File: src/rtl/strop_pkg.sv
package strop_pkg;

  typedef enum logic [2:0] {
    OP_MOVE  = 3'd0,
    OP_LOAD  = 3'd1,
    OP_STORE = 3'd2,
    OP_SCAN  = 3'd3,
    OP_CMP   = 3'd4
  } op_e;

  typedef enum logic [1:0] {
    RP_NONE     = 2'd0,
    RP_WHILE_EQ = 2'd1,
    RP_WHILE_NE = 2'd2
  } rep_e;

  typedef enum logic [2:0] {
    PH_IDLE   = 3'd0,
    PH_SRC_RD = 3'd1,
    PH_DST_RD = 3'd2,
    PH_DST_WR = 3'd3,
    PH_STEP   = 3'd4
  } phase_e;

  function automatic logic op_reads_src(op_e o);
    return (o == OP_MOVE) || (o == OP_LOAD) || (o == OP_CMP);
  endfunction

  function automatic logic op_reads_dst(op_e o);
    return (o == OP_SCAN) || (o == OP_CMP);
  endfunction

  function automatic logic op_writes_dst(op_e o);
    return (o == OP_MOVE) || (o == OP_STORE);
  endfunction

  function automatic logic op_compares(op_e o);
    return (o == OP_SCAN) || (o == OP_CMP);
  endfunction

  function automatic phase_e phase_after_src(op_e o);
    if (op_reads_dst(o))       return PH_DST_RD;
    else if (op_writes_dst(o)) return PH_DST_WR;
    else                       return PH_STEP;
  endfunction

  function automatic phase_e phase_first(op_e o);
    if (op_reads_src(o)) return PH_SRC_RD;
    else                 return phase_after_src(o);
  endfunction

endpackage

File: src/rtl/strop_index_step.sv
module strop_index_step #(
  parameter int AW = 16
) (
  input  logic [AW-1:0] cur,
  input  logic          en,
  input  logic          down,
  input  logic          word,
  output logic [AW-1:0] nxt
);
  localparam logic [AW-1:0] STEP_B = AW'(1);
  localparam logic [AW-1:0] STEP_W = AW'(2);

  logic [AW-1:0] amount;

  always_comb begin
    amount = word ? STEP_W : STEP_B;
    if (!en)       nxt = cur;
    else if (down) nxt = cur - amount;
    else           nxt = cur + amount;
  end
endmodule

File: src/rtl/strop_count.sv
module strop_count #(
  parameter int CW = 16
) (
  input  logic          clk,
  input  logic          rst,
  input  logic          load,
  input  logic [CW-1:0] load_val,
  input  logic          dec,
  output logic [CW-1:0] value,
  output logic          is_one
);
  localparam logic [CW-1:0] ONE = CW'(1);

  logic [CW-1:0] cnt_q;

  always_ff @(posedge clk) begin
    if (rst)       cnt_q <= '0;
    else if (load) cnt_q <= load_val;
    else if (dec)  cnt_q <= cnt_q - ONE;
  end

  assign value  = cnt_q;
  assign is_one = (cnt_q == ONE);
endmodule

File: src/rtl/strop_ctrl.sv
module strop_ctrl
  import strop_pkg::*;
(
  input  logic   clk,
  input  logic   rst,
  input  logic   start,
  input  op_e    start_op,
  input  rep_e   start_rep,
  input  logic   start_dir,
  input  logic   start_word,
  input  logic   start_cx_zero,
  input  logic   mem_ready,
  input  logic   cx_one,
  input  logic   zf,
  output op_e    op,
  output rep_e   rep,
  output logic   dir,
  output logic   word,
  output phase_e phase,
  output logic   load_en,
  output logic   step_en,
  output logic   cnt_dec,
  output logic   done
);
  phase_e phase_q, phase_d;
  op_e    op_q;
  rep_e   rep_q;
  logic   dir_q, word_q, done_q, fin;
  logic   stop_now, early_end;

  always_comb begin
    early_end = op_compares(op_q) &&
                (((rep_q == RP_WHILE_EQ) && !zf) ||
                 ((rep_q == RP_WHILE_NE) &&  zf));
    stop_now  = (rep_q == RP_NONE) || cx_one || early_end;
  end

  always_comb begin
    phase_d = phase_q;
    fin     = 1'b0;
    load_en = 1'b0;
    step_en = 1'b0;
    case (phase_q)
      PH_IDLE: begin
        if (start) begin
          load_en = 1'b1;
          if ((start_rep != RP_NONE) && start_cx_zero) fin = 1'b1;
          else phase_d = phase_first(start_op);
        end
      end
      PH_SRC_RD: if (mem_ready) phase_d = phase_after_src(op_q);
      PH_DST_RD: if (mem_ready) phase_d = PH_STEP;
      PH_DST_WR: if (mem_ready) phase_d = PH_STEP;
      PH_STEP: begin
        step_en = 1'b1;
        if (stop_now) begin
          fin     = 1'b1;
          phase_d = PH_IDLE;
        end else begin
          phase_d = phase_first(op_q);
        end
      end
      default: phase_d = PH_IDLE;
    endcase
  end

  always_ff @(posedge clk) begin
    if (rst) begin
      phase_q <= PH_IDLE;
      done_q  <= 1'b0;
      op_q    <= OP_MOVE;
      rep_q   <= RP_NONE;
      dir_q   <= 1'b0;
      word_q  <= 1'b0;
    end else begin
      phase_q <= phase_d;
      done_q  <= fin;
      if (load_en) begin
        op_q   <= start_op;
        rep_q  <= start_rep;
        dir_q  <= start_dir;
        word_q <= start_word;
      end
    end
  end

  assign cnt_dec = step_en && (rep_q != RP_NONE);
  assign op      = op_q;
  assign rep     = rep_q;
  assign dir     = dir_q;
  assign word    = word_q;
  assign phase   = phase_q;
  assign done    = done_q;
endmodule

File: src/rtl/strop_seq.sv
module strop_seq
  import strop_pkg::*;
#(
  parameter int AW = 16,
  parameter int DW = 16,
  parameter int CW = 16
) (
  input  logic          clk,
  input  logic          rst,
  input  logic          start,
  input  logic [2:0]    start_op,
  input  logic [1:0]    start_rep,
  input  logic          start_dir,
  input  logic          start_word,
  input  logic [AW-1:0] start_si,
  input  logic [AW-1:0] start_di,
  input  logic [CW-1:0] start_cx,
  input  logic [DW-1:0] start_acc,
  output logic          busy,
  output logic          done,
  output logic [AW-1:0] si,
  output logic [AW-1:0] di,
  output logic [CW-1:0] cx,
  output logic [DW-1:0] acc,
  output logic          zf,
  output logic          req_valid,
  output logic          req_write,
  output logic          req_dst,
  output logic          req_word,
  output logic [AW-1:0] req_addr,
  output logic [DW-1:0] req_wdata,
  input  logic          mem_ready,
  input  logic [DW-1:0] mem_rdata
);
  localparam int BW = DW / 2;

  op_e    op_q;
  rep_e   rep_q;
  phase_e phase;
  logic   dir_q, word_q, load_en, step_en, cnt_dec, cx_one;
  logic   hs;
  logic [DW-1:0] tmp_q, acc_q, cmp_a;
  logic          zf_q, eq;

  strop_ctrl u_ctrl (
    .clk          (clk),
    .rst          (rst),
    .start        (start),
    .start_op     (op_e'(start_op)),
    .start_rep    (rep_e'(start_rep)),
    .start_dir    (start_dir),
    .start_word   (start_word),
    .start_cx_zero(start_cx == '0),
    .mem_ready    (mem_ready),
    .cx_one       (cx_one),
    .zf           (zf_q),
    .op           (op_q),
    .rep          (rep_q),
    .dir          (dir_q),
    .word         (word_q),
    .phase        (phase),
    .load_en      (load_en),
    .step_en      (step_en),
    .cnt_dec      (cnt_dec),
    .done         (done)
  );

  strop_count #(.CW(CW)) u_count (
    .clk     (clk),
    .rst     (rst),
    .load    (load_en),
    .load_val(start_cx),
    .dec     (cnt_dec),
    .value   (cx),
    .is_one  (cx_one)
  );

  for (genvar g = 0; g < 2; g++) begin : g_idx
    logic [AW-1:0] cur_q, nxt, init;
    logic          used;

    assign init = (g == 0) ? start_si : start_di;
    assign used = (g == 0) ? op_reads_src(op_q)
                           : (op_reads_dst(op_q) || op_writes_dst(op_q));

    strop_index_step #(.AW(AW)) u_step (
      .cur (cur_q),
      .en  (step_en && used),
      .down(dir_q),
      .word(word_q),
      .nxt (nxt)
    );

    always_ff @(posedge clk) begin
      if (rst)          cur_q <= '0;
      else if (load_en) cur_q <= init;
      else              cur_q <= nxt;
    end
  end

  assign si = g_idx[0].cur_q;
  assign di = g_idx[1].cur_q;

  assign hs    = req_valid && mem_ready;
  assign cmp_a = (op_q == OP_SCAN) ? acc_q : tmp_q;
  assign eq    = word_q ? (cmp_a == mem_rdata)
                        : (cmp_a[BW-1:0] == mem_rdata[BW-1:0]);

  always_ff @(posedge clk) begin
    if (rst) begin
      acc_q <= '0;
      tmp_q <= '0;
      zf_q  <= 1'b0;
    end else if (load_en) begin
      acc_q <= start_acc;
    end else if (hs) begin
      if (phase == PH_SRC_RD) begin
        if (op_q == OP_LOAD) begin
          if (word_q) acc_q <= mem_rdata;
          else        acc_q[BW-1:0] <= mem_rdata[BW-1:0];
        end else begin
          tmp_q <= mem_rdata;
        end
      end else if (phase == PH_DST_RD) begin
        zf_q <= eq;
      end
    end
  end

  assign busy      = (phase != PH_IDLE);
  assign req_valid = (phase == PH_SRC_RD) || (phase == PH_DST_RD) ||
                     (phase == PH_DST_WR);
  assign req_write = (phase == PH_DST_WR);
  assign req_dst   = (phase == PH_DST_RD) || (phase == PH_DST_WR);
  assign req_word  = word_q;
  assign req_addr  = req_dst ? di : si;
  assign req_wdata = (op_q == OP_STORE) ? acc_q : tmp_q;
  assign acc       = acc_q;
  assign zf        = zf_q;
endmodule

File: config.mk
export PLATFORM = sky130hd
export DESIGN_NAME = strop_seq
export DESIGN_NICKNAME = d
export VERILOG_FILES = /design/src/rtl/strop_pkg.sv /design/src/rtl/strop_index_step.sv /design/src/rtl/strop_count.sv /design/src/rtl/strop_ctrl.sv /design/src/rtl/strop_seq.sv
export SDC_FILE = /design/constraint.sdc
export NUM_CORES = 1
export LEC_CHECK = 0
export BUFFER_PORTS_ARGS = -buffer_cell sky130_fd_sc_hd__buf_2
export CAP_MARGIN = 20
export CORE_ASPECT_RATIO = 2
export CORE_UTILIZATION = 48
export DETAILED_ROUTE_END_ITERATION = 6
export GPL_ROUTABILITY_DRIVEN = 1
export PLACE_DENSITY_LB_ADDON = 0.05
export SLEW_MARGIN = 15
export SYNTH_ARGS = -nofsm -noshare
export SYNTH_HDL_FRONTEND = slang
export SYNTH_SLANG_ARGS = --single-unit
File: constraint.sdc
create_clock -name clk -period 3.1 [get_ports clk]
set_clock_uncertainty 0.1 [all_clocks]
set_input_delay 0.31 -clock clk [delete_from_list [all_inputs] [get_ports clk]]
set_output_delay 0.31 -clock clk [all_outputs]
set_load 0.01 [all_outputs]
==> metrics, run 1 <==
status=completed; total routed wirelength=21.4 mm; # Post-CTS Setup Buffers=0; Synth area leaders=dfxtp_1, nand2_1, a21oi_1, ha_1, nor2_1; placed inst area=around 7600 um2; Slew Viols, Final=0; wire length per cell=17.5 um; CORE AREA=13,000 um2; Synth Warn #=0; width of the die=83.6 um; Netlist cell types=65; dominant cell type by area after synthesis=dfxtp_1; synthesized instance count=882; maximum clock path buffer count=2; # rows=59; WHS=0.0950 ns; first-pass GRT wire length=33.6 mm; DRC errors left=0; Post-DP HPWL=16.2 mm; Worst-Skew Late Latency=0.35 ns; crit path DAT=3.11 ns; actual slew at the worst max-slew pin=1.02 ns; Crit path required time=roughly 3.3 ns; final hold vios=0; pin count of the biggest net entering global routing=89; Post-synth EDFFs=0; number of register bits inferred by synthesis=92; Max Fclk=339 MHz; finished layout cell area=around 7900 um2; RePlAce Congestion=0.908; PwrDens=659 nW/um2; die area=13,800 um2; Setup crit end kind=flip-flop; Slew HR=0.320; Net Count, Synth=around 1,000; port buffer count=193; post_cts resized=0; CTS Root Cell=clkbuf_16; Routed Antenna Nets=0; Synth top area share=0.288; vias in the first global route=6,799; Die Height=165 um; clock-pin slew on the worst setup and hold paths=around 0.070 ns; prevailing post-synth register cell=dfxtp_1; Crit Path Class=flip-flop to flip-flop; Worst Setup SP=u_ctrl.dir; CTS tree=yes; CTS HTree Levels=3; hold path startpoint=start_di[11]; share of post-route cells with drive strength above 1=0.246; mapped cell area=6390 um2; Initial Util=0.492; Tcrit/Tclk final=0.951; area growth from synthesis to layout=24.2%; setup_tns=0 ns; via/cell ratio=5.86; RR Startpoint=u_ctrl.dir; CP max FO=11; # clock sinks=a little over 90; Seq/Total Area, Yosys=0.288; synthesized area per cell=7.25 um2; Async SR Flop Fraction=0; Hold Crit Class=input port to flip-flop; worst vdd ir=0.393 mV; TritonCTS Buffers=9; Nets=1,187; GR Util All Layers=0.304; DR pass1 iterations=5; MaxCap Viol Count=0; DR iter-0 viols=346; Tmin final=2.95 ns; initial antenna violation count=1; via count=7,160; I/O pin total=194; final setup violation count=0; CTS Hold Bufs=0; startpoint class of the critical path=flip-flop; total gr overflow=0; Leakage=~3.6 nW
[worst paths after layout]
path,end,slack (ns),cells after the start
worst max-delay path,si[12],0.15,10
worst min-delay path,di[11],0.1,3
worst max register to register,si[12],0.15,10
worst min register to register,acc[7],0.39,2
[placed cells by master, fill, tap and decap left out, types with 17 or more instances in the layout]
master,n
a21oi_1,85
mux2i_1,27
nor2_1,95
inv_1,32
nor3_1,26
ha_1,32
o21ai_0,45
buf_4,21
buf_2,193
nand3_1,18
nand2_1,167
a31oi_1,19
a311oi_1,17
dfxtp_1,90
[final cells by class]
cell class                      count  area (um2)
Antenna cell                        1        2.50
Clock buffer                       11         254
Clock inverter                      4        95.1
Fill cell                        1312        5050
Inverter                           34         128
Multi-Input combinational cell    711        4260
Sequential cell                    92        1850
Tap cell                          152         190
Timing Repair Buffer              216        1160
[power breakdown]
part,switching [mW],internal [mW]
Combinational,1.36,0.920
Sequential,0.261,1.38
Clock,0.478,0.833
[critical path: stages, from the launching register on]
cell	delay, ns
dfxtp_4	0.43
nand2b_1	0.10
xnor2_1	0.13
ha_1	0.23
o21ai_2	0.19
or4b_4	0.50
a41o_1	0.27
a21o_1	0.20
a31oi_1	0.18
mux2_2	0.36
nor4_2	0.19
[stage by stage]
stage	setup slack, ns	instances	utilization	power (mW)
after floorplan	0.134	882	-	3.11
after global placement	0.157	1205	0.583	3.90
after detailed placement	0.0814	1205	0.583	3.92
after CTS	0.0605	1220	0.610	5.24
after global routing	-0.000773	1220	0.611	5.58
final	0.151	1221	0.611	5.23
[per-layer routing]
metal | share of wire | wire length [um] | track usage | up-vias
met3 | 0.055 | 1170 | 0.0527 | 48
met1 | 0.36 | 7630 | 0.305 | 3334
met2 | 0.56 | 11900 | 0.610 | 264
li1 | - | - | - | 3514
met4 | 0.029 | 617 | 0.113 | 0
met5 | 0 | 0 | 0 | -
[kinds of logic after synthesis]
logic type | share of synthesized area
mux | 0.0669
flops | 0.288
fa+ha+maj | 0.0642
simple gates | 0.252
compound gates | 0.238
buf+inv | 0.0489
xor+xnor | 0.0425
[cell usage after synthesis (12+ instances only)]
cell type	count
clkbuf_1	35
o211ai_1	13
xnor2_1	15
xor2_1	16
nor3_1	26
nor4_1	12
inv_1	33
nor2_1	96
a311oi_1	17
nand2_1	168
ha_1	32
o21ai_0	45
dfxtp_1	92
a31oi_1	19
mux2i_1	27
nand3_1	18
mux2_2	14
a21oi_1	86
[state kept, by name, summed over array words and instances, names as in the netlist]
name	cells
u_ctrl.dir	1
u_ctrl.op	3
zf	1
acc	16
u_ctrl.rep	2
u_count.value	16
si	16
di	16
u_ctrl.done	1
tmp_q	16
u_ctrl.phase	3
u_ctrl.word	1
(Power assumes the default switching activity.)
==> run 2, diff against run 1 <==
--- a/config.mk
+++ b/config.mk
@@ -7,8 +7,10 @@
 export LEC_CHECK = 0
 export BUFFER_PORTS_ARGS = -buffer_cell sky130_fd_sc_hd__buf_2
 export CAP_MARGIN = 20
+export CELL_PAD_IN_SITES_DETAIL_PLACEMENT = 1
+export CELL_PAD_IN_SITES_GLOBAL_PLACEMENT = 1
 export CORE_ASPECT_RATIO = 2
-export CORE_UTILIZATION = 48
+export CORE_UTILIZATION = 33
 export DETAILED_ROUTE_END_ITERATION = 6
 export GPL_ROUTABILITY_DRIVEN = 1
 export PLACE_DENSITY_LB_ADDON = 0.05
==> run 2 against run 1 <==
Design area up 2.4%; total power is 1.3% lower; register-to-register slack about the same; combinational power up 6%; sequential share of layout area fell by 0.55 points; worst setup slack worse by 0.0083 ns; sequential cell count is the same; maximum frequency is 0.28% lower; core utilization is 18 points lower; clock power decreased by 15%.
==> metrics, run 2 (same netlist as run 1, synthesis figures left out) <==
Reg2Reg Depth=10 (unchanged); most frequent cells in the layout=buf_2, nand2_1, nor2_1; Nets=1,202 (+1.3%); Comb power frac=0.467 (+0.032); leading cell type in the layout, fill and taps excluded=buf_2; dpl cells=1,322 (+9.7%); Post-DP HPWL=20.0 mm (+24%); DRC errors left=0 (unchanged); CTS tree=yes; Seq pwr share=0.317 (+0.003); worst r2r dst=si[12]; Tmin final=2.96 ns (+0.00833 ns); initial antenna violation count=1 (unchanged); grt met2 use=0.519 (-0.0920); Sw Share=0.429 (+0.0287); clock share of power=0.216 (-0.035); I/O pin total=194 (unchanged); Routed Antenna Nets=0 (unchanged); Worst Hold Endpoint=di[11]; cells along the critical path=nand2b_1 > xnor2_1 > ha_2 > o21ai_2 > or4b_4 > a41o_1 > a21o_1 > a31oi_2 > mux2_2 > nor4_2; worst hold path depth=3 (unchanged); Slew HR=0.396 (+0.0756); clock-pin slew on the worst setup and hold paths=0.07 ns (about the same); pin count of the biggest net entering global routing=48 (-46%); Worst-Skew Late Latency=0.36 ns (about the same); CTS Root Cell=clkbuf_16; Die Height=199 um (+20%); gr busiest metal=met2; NetSw=2.22 mW (+5.8%); via/cell ratio=5.39 (-8.1%); # rows=71 (+20%); RR Startpoint=u_ctrl.word; hold path startpoint=start_di[11]; reg-to-reg slack, setup=0.14 ns (about the same); Leakage=3.65 nW (+0.87%); PwrDens=635 nW/um2 (-3.6%); worst vdd ir=0.235 mV (-40%); TritonCTS Buffers=9 (unchanged); CTS Hold Bufs=0 (unchanged); setup_tns=0 ns (unchanged); GR Util All Layers=0.257 (-0.0473); first-pass GRT wire length=39.4 mm (+17%); MaxCap Viol Count=0 (unchanged); WHS=0.0918 ns (-0.00322 ns); RePlAce Congestion=0.815 (-10%); DR pass1 iterations=5 (unchanged); width of the die=100 um (+20%); # clock sinks=92 (unchanged); slowest CP cell=or4b_4; share of post-route cells with drive strength above 1=0.259 (+0.0130); DR iter-0 viols=136 (-61%); vias in the first global route=7,496 (+10%); Max Fclk=338 MHz (-0.28%); internal power=2.95 mW (-6.0%); CP max FO=7 (-4); Tcrit/Tclk final=0.954 (+0.00269); total routed wirelength=25.1 mm (+17%); total gr overflow=0 (unchanged); Setup crit end kind=flip-flop; Hold Crit Class=input port to flip-flop; GRT met1 Usage=0.248 (-0.0572); Crit Path Class=flip-flop to flip-flop; RSZ-0062 raised after global routing=false; global routing usage on met3=0.0369 (-0.0158); status=completed; startpoint class of the critical path=flip-flop; port buffer count=193 (unchanged); Slew Viols, Final=0 (unchanged); final hold vios=0 (unchanged); final setup violation count=0 (unchanged); die area=20,000 um2 (+45%); final non-filler cell total=1,340 (+9.7%); Crit path required time=3.26 ns (about the same); peak per-stage delay on the critical path=0.49 ns (about the same); CORE AREA=18,900 um2 (+46%); actual slew at the worst max-slew pin=0.906 ns (-0.113 ns); CTS HTree Levels=3 (unchanged); wire length per cell=18.7 um (+7.0%); Initial Util=0.338 (-0.154); maximum clock path buffer count=2 (unchanged); via count=7,219 (+0.82%); crit path DAT=3.12 ns (about the same); area growth from synthesis to layout=27.2%
## run 2: cell types whose count changed in the layout (fill, tap and decap cells not counted), sizes merged
cell      change
clkinv        +1
bufinv        -3
buf          +15
clkinvlp      +3
## run 2: metrics by stage
step / area [um2] / power, mW / utilization / setup slack (ns)
6_report: 8130 / 5.16 / 0.430 / 0.143
5_1_grt: 8130 / 5.55 / 0.430 / 0.00396
4_1_cts: 8100 / 5.22 / 0.428 / 0.0258
3_5_place_dp: 7800 / 4.09 / 0.412 / 0.0145
3_3_place_gp: 7800 / 4.06 / 0.412 / 0.102
2_1_floorplan: 6400 / 3.11 / - / 0.134
## run 2: metal layers
layer  share of wire  vias to the layer above
li1                -                     3530
met3           0.039                       49
met5               0                        -
met4           0.037                        0
met2            0.56                      196
met1            0.36                     3444
## run 2: power by group through the flow
stage | logic, mW | registers (mW) | clock network (mW)
after floorplan | 1.44 | 1.67 | 0
after global routing | 2.69 | 1.67 | 1.19
after detailed placement | 2.42 | 1.67 | 0
after CTS | 2.43 | 1.64 | 1.15
after global placement | 2.39 | 1.66 | 0
final | 2.41 | 1.64 | 1.12
## run 2: timing repair
| item | CTS | global route |
|---|---|---|
| resized for setup | 1 | 7 |
| setup buffers | 0 | 1 |
| setup endpoints to repair | 1 | 3 |
| pin swaps | 0 | 1 |
## run 2: worst max path at each step
stage	startpoint	to	slack [ns]	depth (start not counted)
after floorplan	u_ctrl.dir	si[12]	0.13	10
after global placement	u_ctrl.word	si[12]	0.10	10
after detailed placement	u_ctrl.word	si[12]	0.01	10
after CTS	u_ctrl.word	si[12]	0.03	10
after global routing	u_ctrl.word	si[12]	0.004	10
final	u_ctrl.word	si[12]	0.14	10
## run 2: final cells by class
class	count	area, um2
Tap cell	255	319
Clock buffer	11	253
Antenna cell	1	2.50
Sequential cell	92	1850
Fill cell	2473	10800
Inverter	34	128
Clock inverter	5	36.3
Timing Repair Buffer	231	1280
Multi-Input combinational cell	711	4270
## run 2: critical path, delay by kind of cell, from the launching register on
kind                       cells  cell delay (ns)
AOI/OAI and AO/OA              4             0.82
xor gates and xnor gates       1             0.15
adders and majority gates      1             0.21
DFF                            1             0.36
muxes                          1             0.36
and+or+nand+nor                3             0.88
